File: src/rtl/ilv_dram_seq.sv
module ilv_dram_seq #(
  parameter int MA_W  = 11,
  parameter int COL_W = 10,
  parameter int ROW_W = 10
) (
  input  logic                          clk,
  input  logic                          rst_n,
  input  logic [31-(3+COL_W+ROW_W):0]   cfg_base,
  input  logic                          cfg_ras3,
  input  logic                          cfg_wr1,
  input  logic                          cfg_swap,
  input  logic                          bus_inv,
  input  logic                          ireq,
  input  logic                          iburst,
  input  logic                          ispace,
  input  logic                          dreq,
  input  logic                          dburst,
  input  logic [1:0]                    dspace,
  input  logic                          rd_wr,
  input  logic [1:0]                    dsize,
  input  logic [31:0]                   addr,
  input  logic                          refresh_urgent,
  output logic                          ras_a_n,
  output logic                          ras_b_n,
  output logic [3:0]                    cas_a_n,
  output logic [3:0]                    cas_b_n,
  output logic                          we_a_n,
  output logic                          we_b_n,
  output logic [MA_W-1:0]               ma_a,
  output logic [MA_W-1:0]               ma_b,
  output logic                          irdy_n,
  output logic                          drdy_n,
  output logic                          iback_n,
  output logic                          dback_n,
  output logic                          pen_n
);
  timeunit 1ns;
  timeprecision 1ps;

  localparam int BLK_W = 3 + COL_W + ROW_W;
  localparam int WP_W  = COL_W + 1;

  logic             busy, first, sub, pre, is_data, is_wr, bacc, b0;
  logic [2:0]       t;
  logic [WP_W-1:0]  wptr;
  logic [ROW_W-1:0] row;
  logic [3:0]       lanes, lane_req;

  wire hit   = addr[31:BLK_W] == cfg_base;
  wire ok_i  = ireq && !bus_inv && !ispace && hit;
  wire ok_d  = dreq && !bus_inv && (dspace == 2'b00) && hit;
  wire start = !busy && !pre && (ok_i || ok_d);

  wire [2:0] lat  = cfg_ras3 ? 3'd3 : 3'd4;
  wire       slow = is_wr && !cfg_wr1;
  wire       rdy  = busy && (first ? (t == lat) : (!slow || sub));
  wire       bin  = is_data ? dburst : iburst;
  wire       more = bacc && bin && !refresh_urgent;

  wire cas_on  = busy && (!first || t >= lat - 3'd2);
  wire ras_1st = busy && (bacc || t < lat);
  wire ras_2nd = busy && bacc && (t != 3'd0);
  wire cas_a   = cas_on && !wptr[0];
  wire cas_b   = cas_on && wptr[0];

  always_comb begin
    case (dsize)
      2'd0:    lane_req = 4'b0001 << (cfg_swap ? ~addr[1:0] : addr[1:0]);
      2'd1:    lane_req = (addr[1] ^ cfg_swap) ? 4'b1100 : 4'b0011;
      default: lane_req = 4'b1111;
    endcase
    if (!(ok_d && !rd_wr)) lane_req = 4'b1111;
  end

  always_ff @(posedge clk or negedge rst_n) begin
    if (!rst_n) begin
      busy <= 1'b0; first <= 1'b0; sub <= 1'b0; pre <= 1'b0;
      is_data <= 1'b0; is_wr <= 1'b0; bacc <= 1'b0; b0 <= 1'b0;
      t <= '0; wptr <= '0; row <= '0; lanes <= 4'hf;
    end else if (!busy) begin
      pre <= 1'b0;
      if (start) begin
        busy    <= 1'b1;
        first   <= 1'b1;
        sub     <= 1'b0;
        t       <= '0;
        is_data <= ok_d;
        is_wr   <= ok_d && !rd_wr;
        bacc    <= ok_d ? dburst : iburst;
        b0      <= addr[2];
        wptr    <= addr[2+COL_W:2];
        row     <= addr[BLK_W-1:3+COL_W];
        lanes   <= lane_req;
      end
    end else begin
      if (t != 3'd7) t <= t + 3'd1;
      if (rdy) begin
        if (more) begin
          first <= 1'b0;
          sub   <= 1'b0;
          wptr  <= wptr + WP_W'(1);
        end else begin
          busy <= 1'b0;
          pre  <= bacc;
        end
      end else if (!first) begin
        sub <= ~sub;
      end
    end
  end

  assign ras_a_n = !((ras_1st && !b0) || (ras_2nd && b0));
  assign ras_b_n = !((ras_1st && b0) || (ras_2nd && !b0));
  assign cas_a_n = ~(lanes & {4{cas_a}});
  assign cas_b_n = ~(lanes & {4{cas_b}});
  assign ma_a    = cas_a ? MA_W'(wptr[WP_W-1:1]) : MA_W'(row);
  assign ma_b    = cas_b ? MA_W'(wptr[WP_W-1:1]) : MA_W'(row);
  assign we_a_n  = !(busy && is_wr);
  assign we_b_n  = !(busy && is_wr);
  assign irdy_n  = !(rdy && !is_data);
  assign drdy_n  = !(rdy && is_data);
  assign iback_n = !(busy && bacc && !is_data);
  assign dback_n = !(busy && bacc && is_data);
  assign pen_n   = !(busy && !bacc);


  prech_a_chk: assert property (@(posedge clk) disable iff (!rst_n)
    $rose(ras_a_n) |=> ras_a_n);

  prech_b_chk: assert property (@(posedge clk) disable iff (!rst_n)
    $rose(ras_b_n) |=> ras_b_n);

  stagger_chk: assert property (@(posedge clk) disable iff (!rst_n)
    !($fell(ras_a_n) && $fell(ras_b_n)));

  one_rdy_chk: assert property (@(posedge clk) disable iff (!rst_n)
    irdy_n || drdy_n);

  rdy_cas_chk: assert property (@(posedge clk) disable iff (!rst_n)
    (!irdy_n || !drdy_n) |-> ((cas_a_n != 4'hf) != (cas_b_n != 4'hf)));

  iread_chk: assert property (@(posedge clk) disable iff (!rst_n)
    !irdy_n |-> (we_a_n && we_b_n));

  pen_chk: assert property (@(posedge clk) disable iff (!rst_n)
    !pen_n |-> (iback_n && dback_n));
endmodule

File: config.mk
export PLATFORM = sky130hd
export DESIGN_NAME = ilv_dram_seq
export DESIGN_NICKNAME = d
export VERILOG_FILES = /design/src/rtl/ilv_dram_seq.sv
export SDC_FILE = /design/constraint.sdc
export NUM_CORES = 1
export LEC_CHECK = 0
export ABC_CLOCK_PERIOD_IN_PS = 2200
export BUFFER_PORTS_ARGS = -buffer_cell sky130_fd_sc_hd__buf_4
export CORE_MARGIN = 2
export CORE_UTILIZATION = 44
export DETAILED_ROUTE_END_ITERATION = 10
export GPL_ROUTABILITY_DRIVEN = 0
export GPL_TIMING_DRIVEN = 0
export PLACE_DENSITY = 0.81
export RECOVER_POWER = 25
export SYNTH_ARGS = -nofsm -noshare
export SYNTH_HDL_FRONTEND = slang
export SYNTH_SLANG_ARGS = --single-unit
File: constraint.sdc
create_clock -name clk -period 2.2 [get_ports clk]
set_clock_uncertainty 0.1 [all_clocks]
set_input_delay 0 -clock clk [delete_from_list [all_inputs] [get_ports clk]]
set_output_delay 0 -clock clk [all_outputs]
set_load 0.01 [all_outputs]
==> results.sh <==
export IMPL_io_buffers=94
export IMPL_clk_pin_slew_ps=70
export IMPL_grt_pass1_vias=2780
export IMPL_die_width_um=79.0
export IMPL_synthFlopType="dfrtp_1"
export IMPL_period_needed_ps=2240
export IMPL_seqPwrFrac=0.482
export IMPL_wl_per_cell_um=15.3
export IMPL_final_nets=527
export IMPL_dp_slack_ps=-198
export IMPL_fin_util=0.715
export IMPL_syn_area_per_cell_um2=7.75
export IMPL_clockRootBuffer="clkbuf_8"
export IMPL_p_sw_uw=360
export IMPL_placementRows=27
export IMPL_setup_ws_ps=-44.0
export IMPL_violations="negative setup slack"
export IMPL_io_pins=97
export IMPL_grt_overflow=0
export IMPL_ys_top_cells_by_area="dfrtp_1, nand2_1, dfstp_2, ha_1, o21ai_0"
export IMPL_synth_area_um2=2470
export IMPL_cts_max_level=2
export IMPL_power_density_nw_per_um2=371
export IMPL_drive_gt1_frac=0.348
export IMPL_dp_cells=486
export IMPL_drv_slew=0
export IMPL_critPathKind="register to output pin"
export IMPL_cts_tree="done"
export IMPL_placed_cell_area_um2=3280
export IMPL_routed_wirelength_mm=8.17
export IMPL_synth_seq_cells=36
export IMPL_intPower_uw=1090
export IMPL_grt_usage=0.249
export IMPL_fillCellCount=436
export IMPL_vdd_ir_drop_max_uv=257
export IMPL_crit_arrival_ps=2140
export IMPL_setup_violations_final=11
export IMPL_grt_first_pass_wirelength_mm=12.4
export IMPL_finalHoldViolCount=0
export IMPL_initial_core_util=0.452
export IMPL_worstSetupEndpointType="output pin"
export IMPL_final_common_cell="buf_4"
export IMPL_seq_area_frac_synth=0.366
export IMPL_dieHeight_um=79.0
export IMPL_multiInputGateArea_um2=1560
export IMPL_fin_crit_sh=1.02
export IMPL_antenna_left=0
export IMPL_remaining_drc_errors=0
export IMPL_dr_pass1_iters=6
export IMPL_rsz0062_at_grt="yes"
export IMPL_synth_top_cell_by_area="dfrtp_1"
export IMPL_fin_area_um2=3910
export IMPL_synth_edf_count=0
export IMPL_die_area_um2=6240
export IMPL_clockPowerShare=0.336
export IMPL_grt_antenna_before_repair=0
export IMPL_diodes=0
export IMPL_start_kind="register"
export IMPL_dpl_hpwl_mm=5.52
export IMPL_yosysWarnings=0
export IMPL_cp_max_fo=5
export IMPL_netlist_instances=319
export IMPL_vias=2981
export IMPL_power_uw=1450
export IMPL_cts_buffer_depth=2
export IMPL_syn_to_final_growth_pct=58.2
export IMPL_core_area_um2=5470
export IMPL_avgViaCountPerCell=5.58
export IMPL_worstPathRequired_ps=2100
export IMPL_fmax_mhz=446
export IMPL_async_flop_share=1.00
export IMPL_swShare=0.248
export IMPL_cts_inserted_buffers=5
export IMPL_combPwrFrac=0.182
export IMPL_worst_slew_pin_slew_ps=895
export IMPL_clk_latency_ps=290
export IMPL_seq_area_um2=907
export IMPL_netlist_area_leader_share=0.324
export IMPL_clock_sinks=36
export IMPL_status="finished with violations"
export IMPL_min_path_type="input port to register"
export IMPL_grt_max_degree=37
export IMPL_ys_types=48
export IMPL_stdcell_count=534
export IMPL_drt_iter0_markers=455
export IMPL_p_leak_uw=0.00190
export IMPL_layout_common_cells="buf_4, nand2_1, dfrtp_1"
export IMPL_maxCapViolations=0
export IMPL_maxSlewHeadroom=0.403
## stage by stage
step / TNS [ps] / hold WS [ps]
after floorplan: 0 / -396
after global placement: -1340 / -115
after detailed placement: -2200 / -119
after CTS: -18.1 / 2.12
after global routing: -1180 / 52.2
final: -214 / 6.46
## final timing paths
path	start	endpoint	slack (ps)	cells after the start
hold reg to reg	row[1]	row[1]	400	2
hold / removal	iburst	bacc	6	4
min in group asynchronous	rst_n	row[5]	260	2
setup reg to reg	t[0]	wptr[3]	80	9
max in group asynchronous	rst_n	t[2]	1130	2
setup / recovery	t[0]	ma_a[1]	-40	10
## area by class of cell
class,instances,share of cell area
flip-flops and latches,36,0.232
inverters,11,0.0106
clock buffers,8,0.0230
repair buffers,134,0.281
plain buffers,19,0.0326
multi-input cells,254,0.398
well taps,72,0.0230
## layer usage
metal  up-vias  share of wire  track usage
met5         -              0            0
met4         0          0.039        0.129
met3        38          0.080       0.0364
met2       185           0.50        0.426
met1      1382           0.38        0.303
li1       1376              -            -
## cells in the mapped netlist (2+ instances only)
library cell	number
o21a_1	4
nor3_1	7
nand2b_1	4
mux2i_1	4
xor2_1	9
xnor2_1	3
a211oi_1	3
buf_1	2
ha_1	8
dfrtp_1	32
nor4_1	2
buf_2	3
a21oi_1	5
clkbuf_1	8
a31oi_1	2
inv_1	11
buf_4	6
o21ai_0	20
nand3b_1	2
nand2_1	109
nand3_1	17
o221a_2	3
nor2b_1	4
a311oi_1	2
nor2_1	10
o211ai_1	5
and3_1	2
a221o_1	2
a211o_1	3
a2bb2oi_1	2
dfstp_2	4
o22ai_1	2
nand4_1	4
## critical path: stages, from the launching register on
cell and delay, ps:
dfrtp_1 380, inv_2 70, ha_4 260, nor2b_1 50, o211ai_1 160, buf_4 160, nor3b_4 330, buf_8 180
nand2_1 60, nand2_1 90, buf_4 110
## power by group through the flow
stage	sequential, µW	clock (µW)	combinational, µW
6_report	700	489	264
5_1_grt	702	524	289
4_1_cts	697	493	254
3_5_place_dp	709	0	210
3_3_place_gp	708	0	203
2_1_floorplan	704	0	85.8
## flip-flops by register name, summed over array words and instances (netlist names)
| name | cells |
|---|---|
| is_wr | 1 |
| is_data | 1 |
| first | 1 |
| b0 | 1 |
| wptr | 11 |
| busy | 1 |
| sub | 1 |
| lanes | 4 |
| t | 3 |
| pre | 1 |
| row | 10 |
| bacc | 1 |
## cell families (layout without fill, tap and decap cells)
logic type,after synthesis,after routing,synth area share
xor gates and xnor gates,12,12,0.0425
other,1,2,0.00152
and+or+nand+nor,171,171,0.312
adders and majority gates,8,8,0.0405
DFF,36,36,0.366
AOI/OAI and AO/OA,57,57,0.165
muxes,4,4,0.0162
buffers and inverters,30,172,0.0561
## what timing repair did
item,CTS,global route
cloned,1,0
endpoints found under the setup margin,49,49
endpoints found under the hold margin,63,0
gates resized for setup,15,41
hold buffers,27,0
pin swaps,3,9
buffers inserted,7,5
No activity file was read; power rests on OpenSTA's default activity.
